==> config.mk <==
export PLATFORM = sky130hd
export DESIGN_NAME = sqw_out
export DESIGN_NICKNAME = d
export VERILOG_FILES = /design/src/rtl/sqw_pkg.sv /design/src/rtl/sqw_ctrl_reg.sv /design/src/rtl/sqw_divider.sv /design/src/rtl/sqw_rate_mux.sv /design/src/rtl/sqw_out.sv
export SDC_FILE = /design/constraint.sdc
export NUM_CORES = 1
export LEC_CHECK = 0
export ABC_AREA = 0
export BUFFER_PORTS_ARGS = -buffer_cell sky130_fd_sc_hd__buf_2
export CORE_MARGIN = 8
export CORE_UTILIZATION = 58
export DETAILED_ROUTE_END_ITERATION = 10
export PLACE_DENSITY = 0.82
export SETUP_SLACK_MARGIN = 0.15
export SKIP_CTS_REPAIR_TIMING = 1
export SLEW_MARGIN = 10
export SYNTH_ARGS = -nofsm -noshare
export SYNTH_HDL_FRONTEND = slang
export SYNTH_SLANG_ARGS = --single-unit
==> constraint.sdc <==
create_clock -name clk_i -period 3.3 [get_ports clk_i]
set_input_delay 0.33 -clock clk_i [delete_from_list [all_inputs] [get_ports clk_i]]
set_output_delay 0.33 -clock clk_i [all_outputs]
set_load 0.02 [all_outputs]
==> src/rtl/sqw_pkg.sv <==
package sqw_pkg;

  typedef enum logic [1:0] {
    RATE_1HZ  = 2'b00,
    RATE_4K   = 2'b01,
    RATE_8K   = 2'b10,
    RATE_32K  = 2'b11
  } rate_e;

  typedef struct packed {
    logic  level;
    logic  en;
    rate_e rate;
  } ctrl_t;

  localparam int          CTRL_W     = 8;
  localparam int          LEVEL_POS  = 7;
  localparam int          EN_POS     = 4;
  localparam logic [7:0]  CTRL_RESET = 8'h83;

  // Divider bit feeding each rate; clock is twice the reference.
  function automatic int tap_of(rate_e r, int div_w);
    case (r)
      RATE_32K: return 0;
      RATE_8K:  return 2;
      RATE_4K:  return 3;
      default:  return div_w - 1;
    endcase
  endfunction

endpackage

==> src/rtl/sqw_ctrl_reg.sv <==
module sqw_ctrl_reg
  import sqw_pkg::*;
(
  input  logic              clk_i,
  input  logic              rst_ni,
  input  logic              wr_en_i,
  input  logic [CTRL_W-1:0] wr_data_i,
  output ctrl_t             ctrl_o,
  output logic [CTRL_W-1:0] rd_data_o
);

  ctrl_t ctrl_q;

  always_ff @(posedge clk_i or negedge rst_ni) begin
    if (!rst_ni) begin
      ctrl_q.level <= CTRL_RESET[LEVEL_POS];
      ctrl_q.en    <= CTRL_RESET[EN_POS];
      ctrl_q.rate  <= rate_e'(CTRL_RESET[1:0]);
    end else if (wr_en_i) begin
      ctrl_q.level <= wr_data_i[LEVEL_POS];
      ctrl_q.en    <= wr_data_i[EN_POS];
      ctrl_q.rate  <= rate_e'(wr_data_i[1:0]);
    end
  end

  always_comb begin
    rd_data_o            = '0;
    rd_data_o[LEVEL_POS] = ctrl_q.level;
    rd_data_o[EN_POS]    = ctrl_q.en;
    rd_data_o[1:0]       = ctrl_q.rate;
  end

  assign ctrl_o = ctrl_q;

endmodule

==> src/rtl/sqw_divider.sv <==
module sqw_divider #(
  parameter int DIV_W = 16
) (
  input  logic             clk_i,
  input  logic             rst_ni,
  output logic [DIV_W-1:0] cnt_nxt_o,
  output logic             tick_o
);

  logic [DIV_W-1:0] cnt_q;
  logic [DIV_W-1:0] cnt_d;
  logic             tick_q;

  assign cnt_d = cnt_q + 1'b1;

  always_ff @(posedge clk_i or negedge rst_ni) begin
    if (!rst_ni) begin
      cnt_q  <= '0;
      tick_q <= 1'b0;
    end else begin
      cnt_q  <= cnt_d;
      tick_q <= (cnt_d == '0);  // wrap = falling edge of the top bit
    end
  end

  assign cnt_nxt_o = cnt_d;
  assign tick_o    = tick_q;

endmodule

==> src/rtl/sqw_rate_mux.sv <==
module sqw_rate_mux
  import sqw_pkg::*;
#(
  parameter int DIV_W = 16
) (
  input  logic [DIV_W-1:0] cnt_i,
  input  ctrl_t            ctrl_i,
  output logic             wave_o
);

  localparam int N_RATES = 4;

  logic [N_RATES-1:0] taps;

  for (genvar g = 0; g < N_RATES; g++) begin : g_tap
    localparam int TAP = tap_of(rate_e'(g), DIV_W);
    assign taps[g] = cnt_i[TAP];
  end

  assign wave_o = ctrl_i.en ? taps[ctrl_i.rate] : ctrl_i.level;

endmodule

==> src/rtl/sqw_out.sv <==
module sqw_out
  import sqw_pkg::*;
#(
  parameter int DIV_W = 16
) (
  input  logic              clk_i,
  input  logic              rst_ni,
  input  logic              wr_en_i,
  input  logic [CTRL_W-1:0] wr_data_i,
  output logic [CTRL_W-1:0] rd_data_o,
  output logic              pin_oe_o,
  output logic              tick_o
);

  ctrl_t            ctrl;
  logic [DIV_W-1:0] cnt_nxt;
  logic             wave_d;
  logic             wave_q;

  sqw_ctrl_reg u_ctrl (
    .clk_i     (clk_i),
    .rst_ni    (rst_ni),
    .wr_en_i   (wr_en_i),
    .wr_data_i (wr_data_i),
    .ctrl_o    (ctrl),
    .rd_data_o (rd_data_o)
  );

  sqw_divider #(.DIV_W(DIV_W)) u_div (
    .clk_i     (clk_i),
    .rst_ni    (rst_ni),
    .cnt_nxt_o (cnt_nxt),
    .tick_o    (tick_o)
  );

  sqw_rate_mux #(.DIV_W(DIV_W)) u_mux (
    .cnt_i  (cnt_nxt),
    .ctrl_i (ctrl),
    .wave_o (wave_d)
  );

  // Registered from the next count so wave and tick stay in phase.
  always_ff @(posedge clk_i or negedge rst_ni) begin
    if (!rst_ni) wave_q <= CTRL_RESET[LEVEL_POS];
    else         wave_q <= wave_d;
  end

  assign pin_oe_o = ~wave_q;

endmodule

==> flow_metrics.py, run 1 <==
metrics = {
    "die": {
        "coreArea_sq_um": 1920,
        "fp-row-count": 16,
        "die-area_sq_um": 3710,
        "die_x_um": 60.9,
        "io_pins": 21,
        "die_h_um": 60.9,
        "start_util_pct": 60.8,
    },
    "pwr": {
        "p_sw_uw": 103,
        "power.share.sequential_pct": 64.2,
        "power_uw": 446,
        "powerDensity_nw_per_um2": 354,
        "p_sw_share_pct": 23.1,
        "p_leak_nw": 0.568,
        "p_comb_share_pct": 8.9,
        "ir_drop_v": 0.000315,
        "p_int_uw": 343,
        "clockPowerShare_pct": 26.9,
    },
    "cells_and_area": {
        "antennaDiodeCount": 0,
        "design_area_sq_um": 1260,
        "area_growth_pct": 7.60,
        "layout.nets": 136,
        "final_cell_count_no_fill": 149,
        "fillCellCount": 168,
        "drive_gt1_share_pct": 21.3,
        "utilization_pct": 65.4,
    },
    "synthesis": {
        "synth_warnings": 0,
        "synth_seq_area_share_pct": 47.5,
        "synth_area_sq_um": 1170,
        "avgSynthCellArea_sq_um": 10.6,
        "synth-seq-cells": 22,
        "async_flop_share_pct": 100,
        "synth_cells": 110,
        "synth_edf_count": 0,
        "synth_top_flop_cell": "dfrtp_1",
        "ys_types": 32,
    },
    "route": {
        "post_drt_wl_per_cell_um": 13.2,
        "drtAntennaViolNets": 0,
        "drc": 0,
        "drt_pass1_iterations": 4,
        "via_per_inst": 5.64,
        "drtIter0Drc": 19,
        "routed_wl_um": 1960,
        "num_vias": 840,
    },
    "min_path": {
        "hold_class": "in -> reg",
    },
    "sta": {
        "clock.fmax_ghz": 0.483,
        "hold_slack_ns": 0.255,
        "finalWorstSetupSlack_ns": 1.23,
        "fin_crit_sh_pct": 62.8,
        "rsz0062_at_grt": "no",
        "fin_crit_ns": 2.07,
        "finClkSkew_ns": 0.00875,
        "fin_tns_setup_ns": 0,
        "slew_violations": 0,
        "hold_violations": 0,
        "setup_violations": 0,
    },
    "placement": {
        "hpwl_um": 1460,
        "place_congestion": 0.829,
        "place_worst_setup_slack_ns": 1.27,
        "port-buffer-count": 12,
        "dp.cells": 144,
        "placed_area_sq_um": 1220,
    },
    "worst_setup_path": {
        "worstSetupEndpointType": "register",
        "arrival_ns": 2.28,
        "crit_type": "reg -> reg",
        "critical_path.max_fanout": 10,
        "crit_family": "simple AND/OR/NAND/NOR gates",
        "cp_cell_sequence": "ha_1 -> nand3_1 -> nor2_1 -> xnor2_1 -> o211ai_1 -> nor4_2",
        "slowest_stage": "dfrtp_1",
        "slowest_delay_ns": 0.53,
        "critPathBufInv": 0,
        "required_ns": 3.51,
        "startpoint_type": "register",
    },
    "cts": {
        "cts_buffers": 3,
        "cts.sinks": 22,
        "path_clk_slew_ns": 0.12,
        "cts_tree": "built",
        "clock_path_buffers": 2,
        "insertion_delay_ns": 0.29,
        "clockRootBuffer": "clkbuf_4",
        "htree_levels": 1,
    },
    "global_route": {
        "grt_pass1_vias": 807,
        "grt_remaining_overflow": 0,
        "grt_pass1_wl_um": 3440,
        "grt_usage_pct": 12.0,
        "antenna_found_initial": 0,
        "grt_max_degree": 23,
    },
    "outcome": {
        "status": "finished clean",
    },
    "job": {
        "drv_cap": 0,
    },
}
==> placed cells by master (no fill, tap or decap), types with 4 or more instances in the layout <==
cell type / n
dfstp_2: 4
inv_1: 4
nand2_1: 7
nand3_1: 7
nand4_1: 4
buf_2: 12
and3_1: 6
xnor2_1: 13
dfrtp_1: 18
conb_1: 4
mux2_2: 4
==> layer usage <==
layer | GRT usage (%) | share of wire (%) | vias to the layer above
met4 | 5.65 | 1.6 | 0
met1 | 14.6 | 46 | 412
met3 | 2.12 | 3.4 | 4
met2 | 20.1 | 49 | 14
li1 | - | - | 410
met5 | 0 | 0 | -
==> sequential cells by signal, summed over array words and instances (netlist names) <==
name           flops
u_ctrl.ctrl_o      4
u_div.cnt_q       16
u_div.tick_o       1
wave_q             1
==> area by class of cell <==
cell class	instances	area, sq um	area share, %
well taps	27	33.8	2.69
multi-input cells	79	557	44.3
inverters	4	15.0	1.19
clock buffers	4	26.3	2.09
flip-flops and latches	22	556	44.2
repair buffers	13	70.1	5.57
==> power groups by stage <==
| stage | logic (mW) | registers (mW) | clock network, mW |
|---|---|---|---|
| after floorplan | 0.0198 | 0.297 | 0 |
| after CTS | 0.0397 | 0.286 | 0.125 |
| after detailed placement | 0.0396 | 0.292 | 0 |
| final | 0.0396 | 0.286 | 0.120 |
| after global routing | 0.0436 | 0.288 | 0.136 |
| after global placement | 0.0393 | 0.291 | 0 |
==> cells in the mapped netlist, types with 4 or more instances <==
cell      n  area share (%)
dfrtp_1  18              39
xnor2_1  13             9.7
nand2_1   7             2.2
nand3_1   7             3.0
and3_1    6             3.2
buf_4     5             3.2
dfstp_2   4             9.0
inv_1     4             1.3
mux2_2    4             3.9
nand4_1   4             2.1
==> logic make-up (layout without fill, tap and decap cells) <==
| group | after synthesis | after routing | share of synthesized area [%] |
|---|---|---|---|
| compound gates | 10 | 10 | 5.78 |
| xor+xnor | 16 | 16 | 12.0 |
| fa+ha+maj | 2 | 2 | 2.14 |
| buf+inv | 12 | 21 | 5.78 |
| flops | 22 | 22 | 47.5 |
| mux | 4 | 4 | 3.85 |
| other cells | 1 | 4 | 0.321 |
| simple gates | 43 | 43 | 22.6 |
==> final timing paths <==
kind,from,to,slack (ns),depth (start not counted)
min in group asynchronous,rst_ni,u_div.cnt_q[0]$_DFF_PN0_,0.50,2
worst max register to register,u_div.cnt_q[0]$_DFF_PN0_,u_div.tick_o$_DFF_PN0_,1.23,6
worst min-delay path,wr_data_i[1],u_ctrl.ctrl_o[1]$_DFFE_PN1P_,0.25,2
worst max-delay path,u_div.cnt_q[0]$_DFF_PN0_,u_div.tick_o$_DFF_PN0_,1.23,6
worst min register to register,u_div.cnt_q[14]$_DFF_PN0_,u_div.cnt_q[14]$_DFF_PN0_,0.53,1
max in group asynchronous,rst_ni,u_ctrl.ctrl_o[0]$_DFFE_PN1P_,2.44,2
Power figures use the tool's default switching activity.
==> run 2, diff against run 1 <==
CORE_UTILIZATION = 54   (was 58)
PLACE_DENSITY = 0.78   (was 0.82)
clock period = 2 ns   (was 3.3 ns; I/O delays follow)
==> run 2 against run 1 <==
Compared with the run above: power up 75%; highest routed layer unchanged; via count up 5.5%; largest cell class unchanged; core utilization down 2.0 points; die area up 5.4%; clock power up 100%; clock skew down 0.0034 ns; sequential share of layout area down 2.2 points; flip-flop and latch count unchanged; largest power group unchanged.
==> flow_metrics.py, run 2 (synthesized netlist as in run 1, its figures left out) <==
metrics = {
    "outcome": {
        "status": "finished clean",
    },
    "worst_setup_path": {
        "cp.depth": 5,
        "startpoint": "u_div.cnt_q[5]$_DFF_PN0_",
        "startpoint_type": "register",
        "r2r_cells": 5,
        "critical_path.max_fanout": 7,
        "cp_cell_sequence": "and4_2 -> and4_4 -> or4_1 -> and3_1 -> nor4_2",
        "critPathBufInv": 0,
        "slowest_delay_ns": 0.47,
        "slowest_stage": "dfrtp_2",
        "worstSetupEndpointType": "register",
        "required_ns": 2.23,
        "crit_family": "simple AND/OR/NAND/NOR gates",
        "r2r-start": "u_div.cnt_q[5]$_DFF_PN0_",
        "arrival_ns": 1.97,
        "crit_type": "reg -> reg",
    },
    "sta": {
        "fin_crit_sh_pct": 87.1,
        "finClkSkew_ns": 0.00531,
        "fin_tns_setup_ns": 0,
        "slew_violations": 0,
        "setup_violations": 0,
        "clock.fmax_ghz": 0.574,
        "hold_violations": 0,
        "fin_crit_ns": 1.74,
        "rsz0062_at_grt": "yes",
        "finalWorstSetupSlack_ns": 0.257,
    },
    "route": {
        "num_vias": 886,
        "drt_pass1_iterations": 4,
        "routed_wl_um": 2130,
        "via_per_inst": 5.64,
        "drtAntennaViolNets": 0,
        "post_drt_wl_per_cell_um": 13.6,
        "drtIter0Drc": 18,
        "drc": 0,
    },
    "global_route": {
        "grt_pass1_vias": 870,
        "grt_remaining_overflow": 0,
        "grt_usage_pct": 11.2,
        "antenna_found_initial": 0,
        "grt_pass1_wl_um": 3660,
        "grt_max_degree": 23,
    },
    "cells_and_area": {
        "area_growth_pct": 15.5,
        "largest_reg_flops": 16,
        "antennaDiodeCount": 0,
        "final_cell_count_no_fill": 157,
        "drive_gt1_share_pct": 38.0,
        "final_common_cell": "xnor2_1",
        "fillCellCount": 191,
        "layout.nets": 143,
        "top_register": "u_div.cnt_q",
        "final_cell_mix": "xnor2_1, buf_2, dfrtp_1, dfrtp_2",
    },
    "cts": {
        "clock_path_buffers": 2,
        "cts_tree": "built",
        "clockRootBuffer": "clkbuf_4",
        "htree_levels": 1,
        "cts.sinks": 22,
        "path_clk_slew_ns": 0.12,
        "insertion_delay_ns": 0.31,
        "cts_buffers": 3,
    },
    "job": {
        "drv_cap": 0,
    },
    "die": {
        "start_util_pct": 54.9,
        "die_h_um": 62.5,
        "coreArea_sq_um": 2130,
        "die-area_sq_um": 3910,
        "die_x_um": 62.5,
        "io_pins": 21,
        "fp-row-count": 17,
    },
    "pwr": {
        "powerDensity_nw_per_um2": 578,
        "ir_drop_v": 0.000441,
        "p_leak_nw": 0.594,
    },
    "min_path": {
        "hold_class": "in -> reg",
        "min_from": "wr_data_i[1]",
        "holdPathStages": 2,
    },
    "placement": {
        "hpwl_um": 1580,
        "place_worst_setup_slack_ns": 0.120,
        "dp.cells": 150,
        "place_congestion": 0.754,
        "port-buffer-count": 12,
    },
}
==> run 2: changes by cell type in the layout (fill, tap and decap cells not counted), moves of 2 or more <==
cell / previous run / this run
and4_1: 3 / 1
and4_2: 0 / 2
buf_4: 0 / 7
dfrtp_1: 18 / 9
dfrtp_2: 0 / 9
==> run 2: worst paths after layout <==
path	to	slack, ns
min reg2reg	u_div.cnt_q[0]$_DFF_PN0_	0.49
min in group asynchronous	u_div.cnt_q[8]$_DFF_PN0_	0.37
max reg2reg	u_div.tick_o$_DFF_PN0_	0.26
min	u_ctrl.ctrl_o[1]$_DFFE_PN1P_	0.12
max	u_div.tick_o$_DFF_PN0_	0.26
max in group asynchronous	u_div.cnt_q[10]$_DFF_PN0_	1.27
==> run 2: final cells by class <==
type	instances	area (sq um)	share of cell area, %
clock buffer	4	36.3	2.69
inverter	4	15.0	1.11
tap	28	35.0	2.60
multi-input combinational	79	574	42.5
timing repair buffer	20	123	9.08
sequential	22	567	42.0
==> run 2: metrics by stage <==
step                      area [sq um]  power, mW  hold slack, ns  utilization, %
final                             1350      0.780           0.121            63.5
after global routing              1350      0.814           0.105            63.5
after CTS                         1300      0.788          -0.167            60.9
after detailed placement          1260      0.547           0.183            59.2
after global placement            1260      0.546           0.192            59.2
after floorplan                   1180      0.523         -0.0956               -
==> run 2: where the power goes <==
group	internal [mW]	total (mW)	switching, mW	leakage, nW
clock network	0.111	0.242	0.130	0.0210
logic	0.0248	0.0663	0.0414	0.310
registers	0.463	0.472	0.00954	0.263
==> run 2: worst reg2reg max path, cell delays in order (launching register included) <==
cell and delay [ns]:
dfrtp_2 0.47, and4_2 0.28, and4_4 0.20, or4_1 0.39
and3_1 0.21, nor4_2 0.12
==> run 2: layer usage <==
layer | share of wire [%] | vias up | GRT usage [%]
met2 | 48 | 18 | 18.2
met1 | 46 | 436 | 13.2
met3 | 3.4 | 5 | 3.05
li1 | - | 427 | -
met5 | 0 | - | 0
met4 | 1.7 | 0 | 5.70
